--- config.mk ---
export PLATFORM = sky130hd
export DESIGN_NAME = eprom_ctl_dec
export DESIGN_NICKNAME = d
export VERILOG_FILES = /design/src/rtl/eprom_pkg.sv /design/src/rtl/eprom_ctl_dec.sv
export SDC_FILE = /design/constraint.sdc
export NUM_CORES = 1
export LEC_CHECK = 0
export BUFFER_PORTS_ARGS = -buffer_cell sky130_fd_sc_hd__buf_2
export CORE_AREA = 4 4 41 43
export DETAILED_ROUTE_END_ITERATION = 7
export DIE_AREA = 0 0 45 47
export PLACE_DENSITY_LB_ADDON = 0.1
export SLEW_MARGIN = 20
export SYNTH_ARGS = -nofsm -noshare
export SYNTH_HDL_FRONTEND = slang
export SYNTH_SLANG_ARGS = --single-unit
--- constraint.sdc ---
create_clock -name vclk -period 0.8
set_input_delay 0.08 -clock vclk [all_inputs]
set_output_delay 0.08 -clock vclk [all_outputs]
set_load 0.05 [all_outputs]
--- src/rtl/eprom_pkg.sv ---
`timescale 1ns/1ps
package eprom_pkg;

    localparam int unsigned BYTE_W = 8;

    localparam logic [BYTE_W-1:0] MAKER_ID = 8'h20;
    localparam logic [BYTE_W-1:0] PART_ID  = 8'h05;
    localparam logic [BYTE_W-1:0] BLANK    = 8'hFF;

    // Operating condition decoded from the control lines
    typedef enum logic [2:0] {
        OP_STANDBY,
        OP_INHIBIT,
        OP_OUT_OFF,
        OP_READ,
        OP_PROGRAM,
        OP_VERIFY,
        OP_IDENT
    } op_e;

    // Control bundle passed from decoder to array and output stage
    typedef struct packed {
        logic wr;       // burn din into the addressed word
        logic rd;       // capture a read result this edge
        logic ident;    // read result is an identity byte
        logic id_sel;   // which identity byte
        logic id_bad;   // identification read with stray address bit
    } ctl_t;

    function automatic logic [BYTE_W-1:0] ident_byte(input logic sel);
        return sel ? PART_ID : MAKER_ID;
    endfunction

    // Cells can only be driven from 1 to 0
    function automatic logic [BYTE_W-1:0] burn(input logic [BYTE_W-1:0] old_w,
                                                input logic [BYTE_W-1:0] new_w);
        return old_w & new_w;
    endfunction

endpackage

--- src/rtl/eprom_ctl_dec.sv ---
`timescale 1ns/1ps
module eprom_ctl_dec
    import eprom_pkg::*;
#(
    parameter int unsigned ADDR_W = 17
) (
    input  logic              e_n,
    input  logic              g_n,
    input  logic              p_n,
    input  logic              vpp_prog,
    input  logic              id_hv,
    input  logic [ADDR_W-1:0] addr,
    output ctl_t              ctl
);

    op_e  op;
    logic stray_hi;

    assign stray_hi = |addr[ADDR_W-1:1];

    always_comb begin
        if (e_n) begin
            op = vpp_prog ? OP_INHIBIT : OP_STANDBY;
        end else if (vpp_prog) begin
            if (!p_n)      op = OP_PROGRAM;
            else if (!g_n) op = OP_VERIFY;
            else           op = OP_OUT_OFF;
        end else if (g_n) begin
            op = OP_OUT_OFF;
        end else if (id_hv) begin
            op = OP_IDENT;
        end else begin
            op = OP_READ;
        end
    end

    always_comb begin
        ctl.wr     = (op == OP_PROGRAM);
        ctl.rd     = (op == OP_READ) || (op == OP_VERIFY) || (op == OP_IDENT);
        ctl.ident  = (op == OP_IDENT);
        ctl.id_sel = addr[0];
        ctl.id_bad = !e_n && id_hv && !vpp_prog && stray_hi;
    end

endmodule

==> metrics.md, run 1 <==
| Metric | Value |
|---|---|
| Status | complete, but fails checks |
| Failing checks | setup timing |
| Arrival time at the worst endpoint | 0.89 ns |
| Die area | ~2100 sq um |
| Syn Inst Count | 13 |
| Grt ovf | 0 |
| Tmin final | between 0.9 and 1 ns |
| Layout area overhead | 357.8% |
| Crit Path Class | input port to output port |
| Synth area leader | nor4_1 |
| First-pass GRT wire length | approximately 920 um |
| IR drop worst, VDD | 0.1248 mV |
| # port buffers | 25 |
| Post-Syn Nets | 35 |
| Starting Density | about 6% |
| Vias in the first global route | 240 |
| Ranking of synthesized cells by area | nor4_1 (23%), nor2b_1 (16%), nor4_2 (16%) |
| Drt initial violations | 0 |
| F_max | 1031 MHz |
| Ratio of final minimum period to clock period | 121.2% |
| Die H | around 47 um |
| Final worst setup slack | -0.1698 ns |
| Final Max Slew Viols | 0 |
| Seq/Total Area, Yosys | 0% |
| Row count | 13 |
| Drt pass-1 iters | 1 |
| Share of the synthesized area in the top cell type | about a quarter |
| Drc violations | 0 |
| Worst Tran Pin Value | roughly 0.20 ns |
| # hold bufs at CTS | 0 |
| Hold wc startpoint | addr[0] |
| CP required | 0.72 ns |
| N_diodes | 0 |
| Gr usage total | 5.507% |
| Layout cells sized above 1 | 94.74% |
| Hold Crit Depth | 0 |
| Commonest non-fill, non-tap cell in the layout | buf_2 |
| Startpoint Class | input port |
| RSZ-0062 raised after global routing | yes |
| # clk buffers | 0 |
| Relative slew slack | about 86% |
| Antenna viol nets, final | 0 |
| DP Worst Slack | -0.2834 ns |
| Synth cell types | 9 |
| Post-CTS Setup Repair Bufs | 0 |
| Final Net Count | 62 |
| Largest net degree at the start of global routing | 3 |
| Core area | ~1300 sq um |
| Class of the worst hold path | input port to output port |
| Final WL | about 720 um |
| Mapped Avg Cell Area | ~6 sq um |
| Via count | between 150 and 200 |
| Pwr dens | between 400 and 500 nW/um^2 |
| Initial antenna violation count | 0 |
| Yosys warning count | 0 |
| Ports | 27 |
| GP Congestion | approximately 0.66 |
| P_leak | 0.1540 nW |
| Most frequent cells in the layout | buf_2 (14), buf_6 (9), nor4_4 (4) |
| Crit path cell chain | buf_2, nor4_4, nand4_1, and3_4, buf_8 |
| Crit-path max cell delay | 0.25 ns |
| Reg area | 0 sq um |
| Post-route setup TNS | -0.1698 ns |
| Hold Vio Cnt, Final | 0 |
| CP endpoint kind | output port |
| FF+latch count | 0 |
| Worst Hold Path EP | ctl[1] |
| Post-Syn Area | between 80 and 90 sq um |
| # setup viols final | 1 |
| Max-cap violations | 0 |
| Fill cell count | roughly 150 |
| Beginning of the critical path | addr[9] |
| Critical Path Slowest Stage Cell | nor4_4 |
| Drt via density | around 3.7 |
| DR WL/cell | around 14 um |
| Die Wd | 45 um |
| Crit Path Max Fanout | 1 |
## layout make-up
class	count	area, sq um	area share [%]
multi-input cells	12	146.4	39.93
repair buffers	26	201.4	54.95
well taps	15	18.77	5.119
## synthesized netlist by cell type
cell type and count:
nor2b_1 2, and3_1 1, buf_4 1, nand4_1 1
nand2_1 1, nor3_1 1, nor4_1 3, nor4_2 1
nor2_1 2
## power by group
part	switching [W]	total (W)	internal [W]
logic	0.0000860	0.000181	0.0000953
clock network	0	0	0
registers	0	0	0
total	0.0000860	0.000181	0.0000953
## cell families after synthesis
family	synth area share [%]
AND/OR/NAND/NOR	90.63
buffers and inverters	9.378
## critical path: cells and delay by family
family / cells / cell delay [ns]
buffers and inverters: 2 / 0.26
AND/OR/NAND/NOR: 3 / 0.55
## repair_timing
action	4_1_cts	5_1_grt
resized for setup	17	7
pin swaps	6	0
setup endpoints to repair	4	3
## stage by stage
step           instance area (sq um)   power (W)  cells  hold WS [ns]  utilization [%]
5_1_grt                        366.6   0.0001897     53        0.1601            28.17
4_1_cts                        330.3   0.0001608     53        0.1606            25.38
3_3_place_gp                   239.0   0.0001157     53        0.1606            18.37
3_5_place_dp                   239.0   0.0001160     53        0.1606            18.37
6_report                       366.6   0.0001813     53        0.1600            28.17
2_1_floorplan                  95.09  0.00006058     13        0.2552                -
## routing by layer
layer | GRT usage [%] | share of wire [%]
met5 | 0 | 0
met4 | 0 | 0
met3 | 0 | 0.42
met2 | 12.99 | 75
met1 | 5.393 | 24
## how the worst max path moves through the flow
stage          slack, ns  cells past startpoint     end
3_3_place_gp       -0.31                      5  ctl[0]
2_1_floorplan       -0.1                      2  ctl[3]
5_1_grt            -0.19                      5  ctl[0]
4_1_cts            -0.15                      5  ctl[0]
6_report           -0.17                      5  ctl[0]
3_5_place_dp       -0.28                      5  ctl[0]
Note: power is estimated with default switching activity, not from simulation.
==> run 2: changes to the inputs <==
ABC_AREA = 1   (was unset)
CORE_AREA = 2 2 39 41   (was 4 4 41 43)
DIE_AREA = 0 0 41 43   (was 0 0 45 47)
==> metrics.md, run 2 <==
| Metric | Value |
|---|---|
| Status | complete, no violations (was complete, but fails checks) |
| Layout area overhead | 176.8% (was 357.8%) |
| Layout cells sized above 1 | 75.47% (was 94.74%) |
| Crit Path Class | input port to output port (unchanged) |
| Grt ovf | 0 (unchanged) |
| IR drop worst, VDD | 0.1280 mV (was 0.1248 mV) |
| Drc violations | 0 (unchanged) |
| Seq/Total Area, Yosys | 0% (unchanged) |
| Pwr dens | 485.3 nW/um^2 (was 494.6 nW/um^2) |
| Most frequent cell after synthesis | nor2_1 (was nor4_1) |
| Final Max Slew Viols | 0 (unchanged) |
| FF+latch count | 0 (unchanged) |
| Drt via density | 3.696 (was 3.736) |
| Worst Tran Pin Value | 0.1472 ns (was 0.2023 ns) |
| Core area | 1384 sq um (was 1301 sq um) |
| GP Congestion | 0.5525 (was 0.6633) |
| # clk buffers | 0 (unchanged) |
| Startpoint Class | input port (unchanged) |
| Synth cell types | 10 (was 9) |
| DR WL/cell | 7.565 um (was 13.53 um) |
| Via count | 255 (was 198) |
| First-pass GRT wire length | 607 um (was 917 um) |
| Crit path cell chain | buf_2, inv_2, nand2_1, nand2_1, nand2_1, o21ai_2, buf_6 (was buf_2, nor4_4, nand4_1, and3_4, buf_8) |
| Synth area leader | nor2_1 (was nor4_1) |
| Hold Vio Cnt, Final | 0 (unchanged) |
| Starting Density | 8.951% (was 6.154%) |
| P_leak | 0.1713 nW (was 0.1540 nW) |
| Final WL | 522 um (was 717 um) |
| Dpl cell area | 287.8 sq um (was 239.0 sq um) |
| Yosys warning count | 0 (unchanged) |
| Compound-Gate Fraction of Synth Area | 11.11% (was 0%) |
| CP required | 0.72 ns (about the same) |
| Ranking of synthesized cells by area | nor2_1 (36%), nand2_1 (21%), nand3_2 (8.1%) (was nor4_1 (23%), nor2b_1 (16%), nor4_2 (16%)) |
| CP endpoint kind | output port (unchanged) |
| Simple-gate share of the synthesized area | 75.76% (was 90.63%) |
| Ratio of final minimum period to clock period | 95.53% (was 121.2%) |
| Largest net degree at the start of global routing | 4 (was 3) |
| Final Net Count | 77 (was 62) |
| Xor/xnor share of the synthesized area | 0% (unchanged) |
| Post-synth top cells | nor2_1 (12), nand2_1 (7) (was nor4_1 (3), nor2_1 (2), nor2b_1 (2)) |
| Die Wd | 41 um (was 45 um) |
| Buf/Inv on CP | 3 (was 2) |
| Antenna viol nets, final | 0 (unchanged) |
| Drt initial violations | 4 (was 0) |
| Row count | 14 (was 13) |
| Final worst setup slack | 0.03574 ns (was -0.1698 ns) |
| Most frequent cells in the layout | buf_2 (18), nor2_2 (7), nand2_1 (7) (was buf_2 (14), buf_6 (9), nor4_4 (4)) |
| Mapped Avg Cell Area | 4.588 sq um (was 6.160 sq um) |
| Arrival time at the worst endpoint | 0.68 ns (was 0.89 ns) |
| Tmin final | 0.7643 ns (was 0.9698 ns) |
| Crit Path Max Fanout | 3 (was 1) |
| Commonest non-fill, non-tap cell in the layout | buf_2 (unchanged) |
| # port buffers | 25 (unchanged) |
| Mux share of post-synthesis cell area | 0% (unchanged) |
| Ports | 27 (unchanged) |
| Post-Syn Area | 123.9 sq um (was 80.08 sq um) |
| Max-cap violations | 0 (unchanged) |
| N_diodes | 0 (unchanged) |
| # hold bufs at CTS | 0 (unchanged) |
| F_max | 1308 MHz (was 1031 MHz) |
| Die area | 1763 sq um (was 2115 sq um) |
| # setup viols final | 0 (was 1) |
| Largest delay share family, worst path | buffers and inverters (was simple AND/OR/NAND/NOR gates) |
| Relative slew slack | 90.27% (was 86.41%) |
| Main combinational cell family by area after synthesis | simple AND/OR/NAND/NOR gates (unchanged) |
| Vias in the first global route | 196 (was 240) |
| Initial antenna violation count | 0 (unchanged) |
| DP Worst Slack | -0.07958 ns (was -0.2834 ns) |
| Reg area | 0 sq um (unchanged) |
| Critical Path Slowest Stage Cell | buf_6 (was nor4_4) |
| Post-Layout Inst Area | 342.8 sq um (was 366.6 sq um) |
| Post-synthesis adder-cell area fraction | 0% (unchanged) |
| Cell mode on critical path | nand2_1 |
| Share of the synthesized area in the top cell type | 36.36% (was 23.44%) |
| Post-Syn Nets | 49 (was 35) |
| Class of the worst hold path | input port to output port (unchanged) |
| Post-CTS Setup Repair Bufs | 0 (unchanged) |
| Global route hottest layer | met2 (unchanged) |
| Syn Inst Count | 27 (was 13) |
| GR Util met1 | 4.747% (was 5.393%) |
| Met2 usage | 9.375% (was 12.99%) |
| Gr usage total | 4.496% (was 5.507%) |
| DPL Wire Length | roughly 450 um |
| Die H | 43 um (was 47 um) |
| Drt pass-1 iters | 4 (was 1) |
| M3 GR Usage | 0% (unchanged) |
| Crit-path max cell delay | 0.17 ns (was 0.25 ns) |
| Post-route setup TNS | 0 ns (was -0.1698 ns) |
==> run 2: cell count changes in the layout (fill, tap and decap cells not counted), moves of 2 or more <==
| cell | before | now |
|---|---|---|
| nor2_1 | 0 | 5 |
| buf_2 | 14 | 18 |
| buf_6 | 9 | 4 |
| buf_4 | 2 | 5 |
| nor4_4 | 4 | 0 |
| nor2_2 | 2 | 7 |
| nand2_1 | 1 | 7 |
| nor2b_2 | 2 | 0 |
==> run 2: stage by stage <==
step | hold slack (ns) | power (W) | util, % | std cells
finish | 0.1606 | 0.0001664 | 24.77 | 69
global route | 0.1605 | 0.0001800 | 24.77 | 69
CTS | 0.1611 | 0.0001479 | 22.06 | 69
detailed placement | 0.1611 | 0.0001377 | 20.80 | 69
global placement | 0.1611 | 0.0001394 | 20.80 | 69
floorplan | 0.2561 | 0.00007698 | - | 27
==> run 2: power by group <==
part           switching [W]  total, W  leakage [nW]  internal, W
clock                      0         0             0            0
combinational      0.0000839  0.000166         0.171    0.0000825
sequential                 0         0             0            0
total              0.0000839  0.000166         0.171    0.0000825
==> run 2: logic make-up (layout without fill, tap and decap cells) <==
logic type	after synthesis	in the layout
buffers and inverters	3	29
AOI/OAI and AO/OA	2	2
and+or+nand+nor	22	22
==> run 2: worst paths after layout <==
kind / from / endpoint / slack, ns / depth (start not counted)
max: vpp_prog / ctl[3] / 0.04 / 7
min: addr[0] / ctl[1] / 0.16 / 0
==> run 2: per-layer routing <==
layer | vias up | routed length (um)
met4 | 0 | 0
met1 | 93 | 180
met2 | 26 | 241
li1 | 136 | -
met5 | - | 0
met3 | 0 | 100
==> run 2: area by class of cell <==
cell class | count | area (sq um)
timing repair buffer | 27 | 172.7
tap | 16 | 20.02
multi-input combinational | 24 | 141.4
inverter | 2 | 8.758
fill | 160 | 1041
==> run 2: what timing repair did <==
action	CTS	global route
pin swaps	0	8
endpoints found under the setup margin	4	3
gates resized for setup	6	11
==> run 3: changes to the inputs <==
PLACE_DENSITY = 0.48   (was unset)
PLACE_DENSITY_LB_ADDON = unset   (was 0.1)
==> metrics.md, run 3 (same netlist as run 2, synthesis figures left out) <==
| Metric | Value |
|---|---|
| Final non-filler cell total | 69 (unchanged) |
| Crit-path max cell delay | 0.17 ns (about the same) |
| Status | complete, no violations (unchanged) |
| GP Congestion | 0.5596 (was 0.5525) |
| Commonest non-fill, non-tap cell in the layout | buf_2 (unchanged) |
| Hold wc startpoint | addr[0] (unchanged) |
| Max-cap violations | 0 (unchanged) |
| DPL Wire Length | 437.1 um (was 453.3 um) |
| Die area | 1763 sq um (unchanged) |
| Grt ovf | 0 (unchanged) |
| Critical Path Slowest Stage Cell | buf_6 (unchanged) |
| Beginning of the critical path | vpp_prog (unchanged) |
| Power Total | 0.0001633 W (was 0.0001664 W) |
| Drt pass-1 iters | 1 (was 4) |
| Post-route setup TNS | 0 ns (unchanged) |
| Gr usage total | 4.995% (was 4.496%) |
| Final worst setup slack | 0.02506 ns (was 0.03574 ns) |
| Drc violations | 0 (unchanged) |
| Via count | 258 (was 255) |
| Reg area | 0 sq um (unchanged) |
| Row count | 14 (unchanged) |
| Layout cells sized above 1 | 73.58% (was 75.47%) |
| Final WL | 510 um (was 522 um) |
| Hold Vio Cnt, Final | 0 (unchanged) |
| Final Max Slew Viols | 0 (unchanged) |
| Relative slew slack | 90.16% (was 90.27%) |
| # port buffers | 25 (unchanged) |
| Post-CTS Setup Repair Bufs | 0 (unchanged) |
| IR drop worst, VDD | 0.1334 mV (was 0.1280 mV) |
| Most frequent cells in the layout | buf_2 (19), nand2_1 (7), nor2_2 (6), nor2_1 (6), buf_4 (5) (was buf_2 (18), nor2_2 (7), nand2_1 (7)) |
| Tmin final | 0.7749 ns (was 0.7643 ns) |
| Arrival time at the worst endpoint | 0.69 ns (was 0.68 ns) |
| DR WL/cell | 7.391 um (was 7.565 um) |
| Crit Path Class | input port to output port (unchanged) |
| RSZ-0062 raised after global routing | yes |
| F_max | 1290 MHz (was 1308 MHz) |
| Pwr dens | 488.9 nW/um^2 (was 485.3 nW/um^2) |
| Die Wd | 41 um (unchanged) |
| N_diodes | 0 (unchanged) |
| Final Net Count | 77 (unchanged) |
| Starting Density | 8.951% (unchanged) |
| CP required | 0.72 ns (about the same) |
| Vias in the first global route | 221 (was 196) |
| Initial antenna violation count | 0 (unchanged) |
| P_leak | 0.1694 nW (was 0.1713 nW) |
| Largest net degree at the start of global routing | 4 (unchanged) |
| Drt initial violations | 0 (was 4) |
| Crit Path Max Fanout | 3 (unchanged) |
| FF+latch count | 0 (unchanged) |
| Dpl cells | 69 (unchanged) |
| # setup viols final | 0 (unchanged) |
| Die H | 43 um (unchanged) |
| Ratio of final minimum period to clock period | 96.87% (was 95.53%) |
| Core area | 1384 sq um (unchanged) |
| DP Worst Slack | -0.07175 ns (was -0.07958 ns) |
| Layout area overhead | 169.7% (was 176.8%) |
| Drt via density | 3.739 (was 3.696) |
| # clk buffers | 0 (unchanged) |
| Worst Tran Pin Value | 0.1488 ns (was 0.1472 ns) |
| Crit path cell chain | buf_2, inv_2, nand3_4, o21ai_2, buf_6 (was buf_2, inv_2, nand2_1, nand2_1, nand2_1, o21ai_2, buf_6) |
| Antenna viol nets, final | 0 (unchanged) |
| Startpoint Class | input port (unchanged) |
| Ports | 27 (unchanged) |
| Class of the worst hold path | input port to output port (unchanged) |
| First-pass GRT wire length | 683 um (was 607 um) |
| CP endpoint kind | output port (unchanged) |
==> run 3: cell counts in the layout (fill, tap and decap cells not counted) <==
No cell type changed its count.
==> run 3: final cells by class <==
| cell class | count | area (sq um) |
|---|---|---|
| timing repair buffer | 27 | 166.4 |
| inverter | 2 | 8.758 |
| multi-input combinational | 24 | 138.9 |
| tap | 16 | 20.02 |
| fill | 164 | 1050 |
==> run 3: critical path: cells and delay by family <==
| family | cells | cell delay, ns |
|---|---|---|
| simple gates | 1 | 0.10 |
| compound gates | 1 | 0.16 |
| buf+inv | 3 | 0.36 |
==> run 3: metal layers <==
metal	track usage (%)	vias to the layer above	part of all wire [%]
li1	-	137	-
met1	6.013	100	43
met2	9.375	21	45
met3	0.5236	0	12
met4	0	0	0
met5	0	-	0
==> run 3: path summary, 6_finish.rpt <==
kind	end	cells past startpoint
worst max-delay path	ctl[3]	5
worst min-delay path	ctl[1]	0
==> run 3: power by group <==
part           leakage (nW)  switching [W]  internal, W
registers                 0              0            0
logic                 0.169      0.0000836    0.0000797
clock network             0              0            0
==> run 3: metrics by stage <==
step                hold WS (ns)  instance area, sq um  util (%)
finish                    0.1603                 334.1     24.14
detailed placement        0.1604                 287.8     20.80
CTS                       0.1604                 302.8     21.88
global placement          0.1604                 287.8     20.80
global route              0.1603                 334.1     24.14
floorplan                 0.2561                 135.1         -
==> run 3: what timing repair did <==
action	in CTS	in global routing
hold buffers	0	0
cloned	0	0
gates resized for setup	5	11
endpoints found under the setup margin	3	4
pin swaps	0	7
